==> src/rtl/usb_ep_mode_bank.sv <==
module usb_ep_mode_bank #(
  parameter int ADDR_W = 8,
  parameter logic [ADDR_W-1:0] BASE_ADDR = 'h45,
  parameter logic [3:0] MODE_ACK_OUT = 4'h9,
  parameter logic [3:0] MODE_ACK_IN  = 4'hD
) (
  input  logic              clk,
  input  logic              rst_n,
  input  logic [ADDR_W-1:0] fw_addr,
  input  logic [7:0]        fw_wdata,
  input  logic              fw_wr,
  input  logic              fw_rd,
  output logic [7:0]        fw_rdata,
  input  logic              sie_mode_wr,
  input  logic              sie_mode_ep,
  input  logic [3:0]        sie_mode_val,
  input  logic              txn_done,
  input  logic              txn_ep,
  input  logic              txn_acked,
  input  logic              qry_ep,
  input  logic              qry_is_in,
  output logic              stall_resp,
  output logic [1:0]        ep_irq
);
  localparam int NEP = 2;
  localparam logic [ADDR_W-1:0] ADDR_B = ADDR_W'(BASE_ADDR + 1);

  logic [NEP-1:0] stall, nak_en, acked, fw_sel, fw_take, ack_hit, irq_d;
  logic [3:0]     mode [NEP];

  assign fw_sel  = {fw_addr == ADDR_B, fw_addr == BASE_ADDR};
  assign fw_take = (fw_wr && !sie_mode_wr) ? fw_sel : '0;

  genvar g;
  generate
    for (g = 0; g < NEP; g++) begin : g_ep
      assign ack_hit[g] = txn_done && txn_acked && (txn_ep == 1'(g));
      assign irq_d[g]   = txn_done && (txn_ep == 1'(g)) && (txn_acked || nak_en[g]);

      always_ff @(posedge clk) begin
        if (!rst_n) begin
          stall[g]  <= 1'b0;
          nak_en[g] <= 1'b0;
          acked[g]  <= 1'b0;
          mode[g]   <= 4'h0;
          ep_irq[g] <= 1'b0;
        end else begin
          if (fw_take[g]) begin
            stall[g]  <= fw_wdata[7];
            nak_en[g] <= fw_wdata[5];
            mode[g]   <= fw_wdata[3:0];
          end
          if (sie_mode_wr && sie_mode_ep == 1'(g))
            mode[g] <= sie_mode_val;
          if (ack_hit[g])
            acked[g] <= 1'b1;
          else if (fw_take[g])
            acked[g] <= 1'b0;
          ep_irq[g] <= irq_d[g];
        end
      end


      ack_set_chk: assert property (@(posedge clk) disable iff (!rst_n)
        ack_hit[g] |=> acked[g]);

      ack_clear_chk: assert property (@(posedge clk) disable iff (!rst_n)
        (fw_take[g] && !ack_hit[g]) |=> !acked[g]);

      ack_irq_chk: assert property (@(posedge clk) disable iff (!rst_n)
        ack_hit[g] |=> ep_irq[g]);

      nak_quiet_chk: assert property (@(posedge clk) disable iff (!rst_n)
        (txn_done && !txn_acked && txn_ep == 1'(g) && !nak_en[g]) |=> !ep_irq[g]);

      lost_write_chk: assert property (@(posedge clk) disable iff (!rst_n)
        (sie_mode_wr && sie_mode_ep != 1'(g)) |=>
          ($stable(mode[g]) && $stable(stall[g]) && $stable(nak_en[g])));
    end
  endgenerate

  function automatic logic [7:0] pack(input int e);
    return {stall[e], 1'b0, nak_en[e], acked[e], mode[e]};
  endfunction

  always_comb begin
    fw_rdata = 8'h00;
    if (fw_rd) begin
      if (fw_sel[0])      fw_rdata = pack(0);
      else if (fw_sel[1]) fw_rdata = pack(1);
    end
  end

  assign stall_resp = stall[qry_ep] &&
    (qry_is_in ? (mode[qry_ep] == MODE_ACK_IN) : (mode[qry_ep] == MODE_ACK_OUT));


  stall_mode_chk: assert property (@(posedge clk) disable iff (!rst_n)
    stall_resp |-> (mode[qry_ep] == MODE_ACK_IN || mode[qry_ep] == MODE_ACK_OUT));

  irq_single_chk: assert property (@(posedge clk) disable iff (!rst_n)
    $onehot0(ep_irq));
endmodule

==> config.mk <==
export PLATFORM = sky130hd
export DESIGN_NAME = usb_ep_mode_bank
export DESIGN_NICKNAME = d
export VERILOG_FILES = /design/src/rtl/usb_ep_mode_bank.sv
export SDC_FILE = /design/constraint.sdc
export NUM_CORES = 1
export LEC_CHECK = 0
export BUFFER_PORTS_ARGS = -buffer_cell sky130_fd_sc_hd__buf_2
export CAP_MARGIN = 10
export CORE_MARGIN = 4
export CORE_UTILIZATION = 45
export CTS_CLUSTER_SIZE = 30
export DETAILED_ROUTE_END_ITERATION = 10
export PLACE_DENSITY = 0.78
export RECOVER_POWER = 100
export SLEW_MARGIN = 15
export SYNTH_ARGS = -nofsm -noshare
export SYNTH_HDL_FRONTEND = slang
export SYNTH_SLANG_ARGS = --single-unit
export TNS_END_PERCENT = 5
==> constraint.sdc <==
create_clock -name clk -period 2.9 [get_ports clk]
set_input_delay 0.145 -clock clk [delete_from_list [all_inputs] [get_ports clk]]
set_output_delay 0.145 -clock clk [all_outputs]
set_load 0.1 [all_outputs]
* Word level (Yosys, flattened, before mapping)
Memory sizes are Yosys's and may differ from the RTL's.
Index checks and enable logic that the tools add are counted.
** Storage, ports and cells
- Output and inout bits :: 11
- Register bits after elaboration :: 8
- Memories :: 1
- RAM bits :: 8
- Input port bits :: 31
** Cells by class
- $lt $le $gt $ge :: 1
- Bitwise gates (word level) :: 6
- Muxes and demuxes :: 28
- Equality and inequality tests :: 4
- Reductions and logical operators :: 16
** Memories
- mode :: words 2, bits a word 4, read ports 3, clocked after memory_dff 0, write ports 2, RTL line 29 : logic [3:0] mode [NEP];
** Operator list (number)
- two-way mux 8 bit :: 3
- two-way mux 1 bit :: 20
- equality test 8 x 7 -> 1 bit (second input constant) :: 2
- two-way mux 4 bit :: 4
- logical AND 1 bit :: 11
- equality test 4 bit (second input constant) :: 2
- OR 1 bit :: 4
- nonzero test 2 bit :: 2
- logical OR 1 bit :: 2
- < comparator 1 x 2 -> 1 bit (second input constant) :: 1
- two-way mux 2 bit :: 1
- NOT 1 bit :: 2
- zero test 1 bit :: 1

* Depth between registers and ports, before layout
Gate-level depths: netlist of the first run.
- Word-level depth :: 8
- Gate-level depth with buffers :: 5
- Gate-level depth less buffers :: 3

* Worst setup path after synthesis of the first run
OpenSTA, ideal clock, no wires.
- Path type :: register -> output
- Start point :: mem mode[0][1]
- End point :: out stall_resp
- Data arrival time :: 2800 ps
- Path buffers :: 0
- Cell stages (with the launch flop) :: 3
- Slack :: -45 ps
- Data required time :: 2755 ps
- Cells stage by stage :: edfxtp_1 > nand4b_1 > o31ai_1
** RTL lines
- from (decl) :: RTL line 29
- to (decl) :: RTL line 22 : output logic stall_resp,

==> impl_metrics.ini, run 1 <==
[timing]
slew_headroom_pct = 22.4
fmax_ghz = 0.463
rsz0062_at_grt = no
setup_tns_ns = 0
finalSetupViolations = 0
fin_crit_ns = 2.16
skew_ns = 0.00513
tightest_slew_ns = 1.17
hold_viol_final = 0
slew_viol_final = 0
finalCritPeriodShare_pct = 74.4

[logic_synthesis]
synth_top_area_share_pct = 27.1
dominantRegCellSynth = edfxtp_1
yosysMostFrequentCell = nand2_1
synth.avg_cell_area_um2 = 10.8
yosysWarnings = 0
syn_area_um2 = 887
ys_seq_area_share_pct = 45.1
synth.distinct_cells = 27
synth-seq-cells = 16
synth_area_leader_cell = edfxtp_1
synth_edf_count = 8
synth_top_cells_by_area = edfxtp_1 (27%), dfxtp_1 (18%), a32o_1 (10%)
synthTopCellsByCount = nand2_1 (10), a32o_1 (9), nor2_1 (9), dfxtp_1 (8), edfxtp_1 (8)
synthArstFlopShare_pct = 0
synth_cells = 82
syn_nets = 113

[route]
vias = 813
drtPass1Iterations = 4
routedWlPerCell_um = 14.6
wl_um = 2080
viasPerCell = 5.69
ant_nets = 0
detail_route.iter0.violations = 21
route.detailed.drc = 0

[floorplanning]
die-area_um2 = 2750
start_util_pct = 49.2
core_area_um2 = 1800
fp.dieW_um = 52.4
fp-row-count = 15
io_pins = 42
die_y_um = 52.4

[run_status]
outcome = completed

[power]
intPower_mw = 0.328
p_switching_mw = 0.110
cellPowerDensity_nw_per_um2 = 406
combPwrFrac_pct = 14.5
seqPwrFrac_pct = 58.4
p_leak_nw = 0.442
clkPwrFrac_pct = 27.1
ir_drop_v = 0.000257
swShare_pct = 25.1

[global_route]
grt_pass1_wl_um = 3220
grt_pass1_vias = 801
use_met1_pct = 18.3
grt_max_degree = 24
grtUsageTotal_pct = 15.6
grt_use_met2_pct = 27.5
grt-busiest-layer = met2
met3_usage_pct = 3.42
grt-ovfl-total = 0
antenna_found_initial = 0

[finish]
layout.nets = 150
area_delta_synth_final_pct = 21.4
regArea_um2 = 400
antenna_cells = 0
drive_above_1_share_pct = 33.1
fillers = 173
fin_util_pct = 59.8
multiInputGateArea_um2 = 434

[cts]
cts_made_buffers = 3
cts_resized = 0
cts_hold_buf = 0
clockBufferDepth = 2
cts_setup_buffers = 0
cts_num_sinks = 16
h-tree-depth = 1
clkSlewWorstSetupHoldPaths_ns = 0.09
worst_skew_pair.late_latency_ns = 0.28
cts_root_buffer = clkbuf_4
cts_tree = done

[hold_path]
hp-class = input port to flip-flop
holdPathStages = 2

[worst_setup_path]
worst_ep_required_time_ns = 2.76
crit_type = flip-flop to primary output
critPathCaptureType = primary output
reg2regPathDepth = 1
start_kind = flip-flop
worstPathArrival_ns = 2.01
crit_fanout = 2

[run]
maxCapViolCount = 0

[placed_design]
gp_congestion = 0.841
buffer_ports.inserted = 38
hpwl_um = 1650
power by group through the flow:
stage / sequential [mW] / clock (mW) / combinational [mW]
6_report: 0.255 / 0.118 / 0.0635
5_1_grt: 0.257 / 0.131 / 0.0690
4_1_cts: 0.255 / 0.120 / 0.0656
3_5_place_dp: 0.261 / 0 / 0.0653
3_3_place_gp: 0.260 / 0 / 0.0631
2_1_floorplan: 0.264 / 0 / 0.0323
layer usage:
| metal | routed length, um | vias to the layer above |
|---|---|---|
| met4 | 13 | 0 |
| li1 | - | 396 |
| met2 | 1000 | 38 |
| met5 | 0 | - |
| met1 | 909 | 377 |
| met3 | 157 | 2 |
path summary, 6_finish.rpt:
path | startpoint | end | slack, ns
max | mode[0][1] | stall_resp | 0.74
max reg2reg | nak_en[1] | ep_irq[1] | 2.22
min reg2reg | acked[1] | acked[1] | 0.46
min | txn_acked | ep_irq[0] | 0.12
cell type report:
class,count,area share (%)
multi-input cells,60,40.3
flip-flops and latches,16,37.2
repair buffers,38,17.2
well taps,25,2.90
clock buffers,4,2.44
critical path, cell delays in order, from the launching register on:
cell	delay, ns
edfxtp_1	0.42
nand4b_1	0.20
o31ai_2	0.23
clkbuf_1	0.89
placed cells by master, fill, tap and decap left out:
cell type / instances
and4b_1: 3
clkbuf_1: 5
nand3b_1: 2
xnor2_1: 1
edfxtp_1: 8
a22oi_1: 7
nand4_1: 1
nand4b_1: 3
nand2_1: 10
clkbuf_4: 3
o21a_1: 1
o21ai_0: 1
and4bb_1: 1
nand3_1: 1
and4bb_2: 1
buf_2: 34
nor2_1: 9
o31ai_2: 1
mux2i_1: 4
a32o_1: 9
dfxtp_1: 8
o2111a_1: 1
xor2_1: 1
conb_1: 1
and3_1: 1
nor4b_1: 1
registers in the layout (all words and copies together), names as in the netlist:
name and cells:
acked 2, ep_irq 2, mode 8, nak_en 2, stall 2
cell families (layout without fill, tap and decap cells):
group | after synthesis | count (layout) | share of synthesized area [%]
xor+xnor | 2 | 2 | 1.97
compound gates | 20 | 20 | 19.6
simple gates | 33 | 33 | 23.6
other cells | 1 | 1 | 0.423
mux | 4 | 4 | 4.51
buf+inv | 6 | 42 | 4.80
flops | 16 | 16 | 45.1
per-stage QoR:
stage	std cells	setup slack [ns]	area (um^2)	power, mW	hold slack, ns
floorplan	82	0.808	892	0.296	0.255
global placement	139	1.33	1070	0.323	0.395
detailed placement	139	1.32	1070	0.326	0.402
CTS	143	1.17	1100	0.441	0.115
global route	143	0.644	1080	0.457	0.112
finish	143	0.741	1080	0.437	0.118
Note: power is estimated with default switching activity, not from simulation.
==> run 2, diff against run 1 <==
CORE_UTILIZATION = 40   (was 45)
PLACE_DENSITY = 0.73   (was 0.78)
clock period = 1.94 ns   (was 2.9 ns; I/O delays follow)
==> impl_metrics.ini, run 2 (synthesis results as in run 1) <==
[placed_design]
hpwl_um = 1670
gp_congestion = 0.802
place_ws_ns = 0.433
buffer_ports.inserted = 38
placed_cells = 141

[finish]
layout.nets = 150
layout_common_cells = buf_2 (28), nand2_1 (10), nor2_1 (9), a32o_1 (9)
area_delta_synth_final_pct = 24.7
multiInputGateArea_um2 = 458
fillers = 197
fin_util_pct = 54.2
fin_cells = 145
drive_above_1_share_pct = 34.7
regArea_um2 = 400
top_register = mode
largest_register_ffs = 8
antenna_cells = 0
final_common_cell = buf_2

[cts]
cts_resized = 0
h-tree-depth = 1
clkSlewWorstSetupHoldPaths_ns = 0.09
worst_skew_pair.late_latency_ns = 0.28
cts_made_buffers = 3
cts_root_buffer = clkbuf_4
clockBufferDepth = 2
cts_num_sinks = 16
cts_setup_buffers = 0
cts_hold_buf = 0
cts_tree = done

[floorplanning]
fp-row-count = 16
core_area_um2 = 2040
io_pins = 42
start_util_pct = 43.4
die-area_um2 = 3040
fp.dieW_um = 55.1
die_y_um = 55.1

[worst_setup_path]
reg2regPathDepth = 1
rr_endpoint = ep_irq[1]
worst_ep_required_time_ns = 1.84
r2r_setup_slack_ns = 1.26
critPathCaptureType = primary output
start_kind = flip-flop
crit_fanout = 2
timing.rr.start = nak_en[1]
crit_type = flip-flop to primary output
worstPathArrival_ns = 1.65

[timing]
finalCritPeriodShare_pct = 89.9
fin_crit_ns = 1.74
skew_ns = 0.000523
hold_viol_final = 0
rsz0062_at_grt = no
slew_viol_final = 0
fmax_ghz = 0.574
tightest_slew_ns = 1.17
setup_ws_ns = 0.197
slew_headroom_pct = 22.0
finalSetupViolations = 0

[route]
viasPerCell = 5.56
vias = 806
wl_um = 2110
route.detailed.drc = 0
drtPass1Iterations = 4
ant_nets = 0
routedWlPerCell_um = 14.6
detail_route.iter0.violations = 28

[hold_path]
hp-start = txn_acked
hold_path_end = ep_irq[0]
holdPathStages = 2
hp-class = input port to flip-flop

[run_status]
outcome = completed

[power]
cellPowerDensity_nw_per_um2 = 595
p_switching_mw = 0.172
seqPwrFrac_pct = 57.9
combPwrFrac_pct = 15.0
power.total_mw = 0.658
p_leak_nw = 0.452
swShare_pct = 26.2
intPower_mw = 0.486
ir_drop_v = 0.000365
clkPwrFrac_pct = 27.1

[global_route]
antenna_found_initial = 0
grt-ovfl-total = 0
grt_pass1_vias = 760
grtUsageTotal_pct = 15.5
grt_pass1_wl_um = 3260
grt_max_degree = 24

[run]
maxCapViolCount = 0
## run 2: cell count changes in the layout (fill, tap and decap cells not counted), sizes merged
cell | previous run | this run
clkinv | 0 | 1
buf | 34 | 28
clkbuf | 8 | 13
## run 2: layout make-up
type / count / share of cell area, %
Clock buffer: 3 / 2.04
Clock inverter: 1 / 0.339
Multi-Input combinational cell: 60 / 41.4
Sequential cell: 16 / 36.2
Tap cell: 27 / 3.05
Timing Repair Buffer: 38 / 17.0
## run 2: worst max path at each step
| stage | from | depth (start not counted) | end | slack, ns |
|---|---|---|---|---|
| floorplan | fw_addr[5] | 3 | fw_rdata[0] | -0.05 |
| global placement | fw_addr[5] | 5 | fw_rdata[4] | 0.46 |
| detailed placement | fw_addr[5] | 5 | fw_rdata[5] | 0.43 |
| CTS | mode[0][1] | 3 | stall_resp | 0.21 |
| global route | mode[0][1] | 3 | stall_resp | 0.12 |
| finish | mode[0][1] | 3 | stall_resp | 0.20 |
## run 2: through the flow
step	instance area, um^2	setup TNS (ns)	hold WS (ns)
6_report	1110	0	0.0482
5_1_grt	1110	0	0.0512
4_1_cts	1110	0	0.0454
3_5_place_dp	1080	0	0.348
3_3_place_gp	1080	0	0.347
2_1_floorplan	901	-0.343	0.207
## run 2: worst max-delay path, cell delays in order, from the launching register on
cell	delay, ns
edfxtp_1	0.40
nand4b_1	0.24
o31ai_4	0.24
clkbuf_2	0.48
## run 2: layer usage
metal | global-route usage [%] | share of wire [%] | vias up
met5 | 0 | 0 | -
met4 | 7.29 | 1.1 | 0
met3 | 4.02 | 9.9 | 4
met2 | 26.4 | 49 | 35
met1 | 18.1 | 40 | 371
li1 | - | - | 396
## run 2: power groups by stage
| stage | Sequential [mW] | Combinational, mW | Clock (mW) |
|---|---|---|---|
| after floorplan | 0.395 | 0.0493 | 0 |
| final | 0.381 | 0.0988 | 0.178 |
| after detailed placement | 0.389 | 0.0987 | 0 |
| after global placement | 0.389 | 0.0959 | 0 |
| after CTS | 0.381 | 0.0992 | 0.184 |
| after global routing | 0.383 | 0.107 | 0.200 |
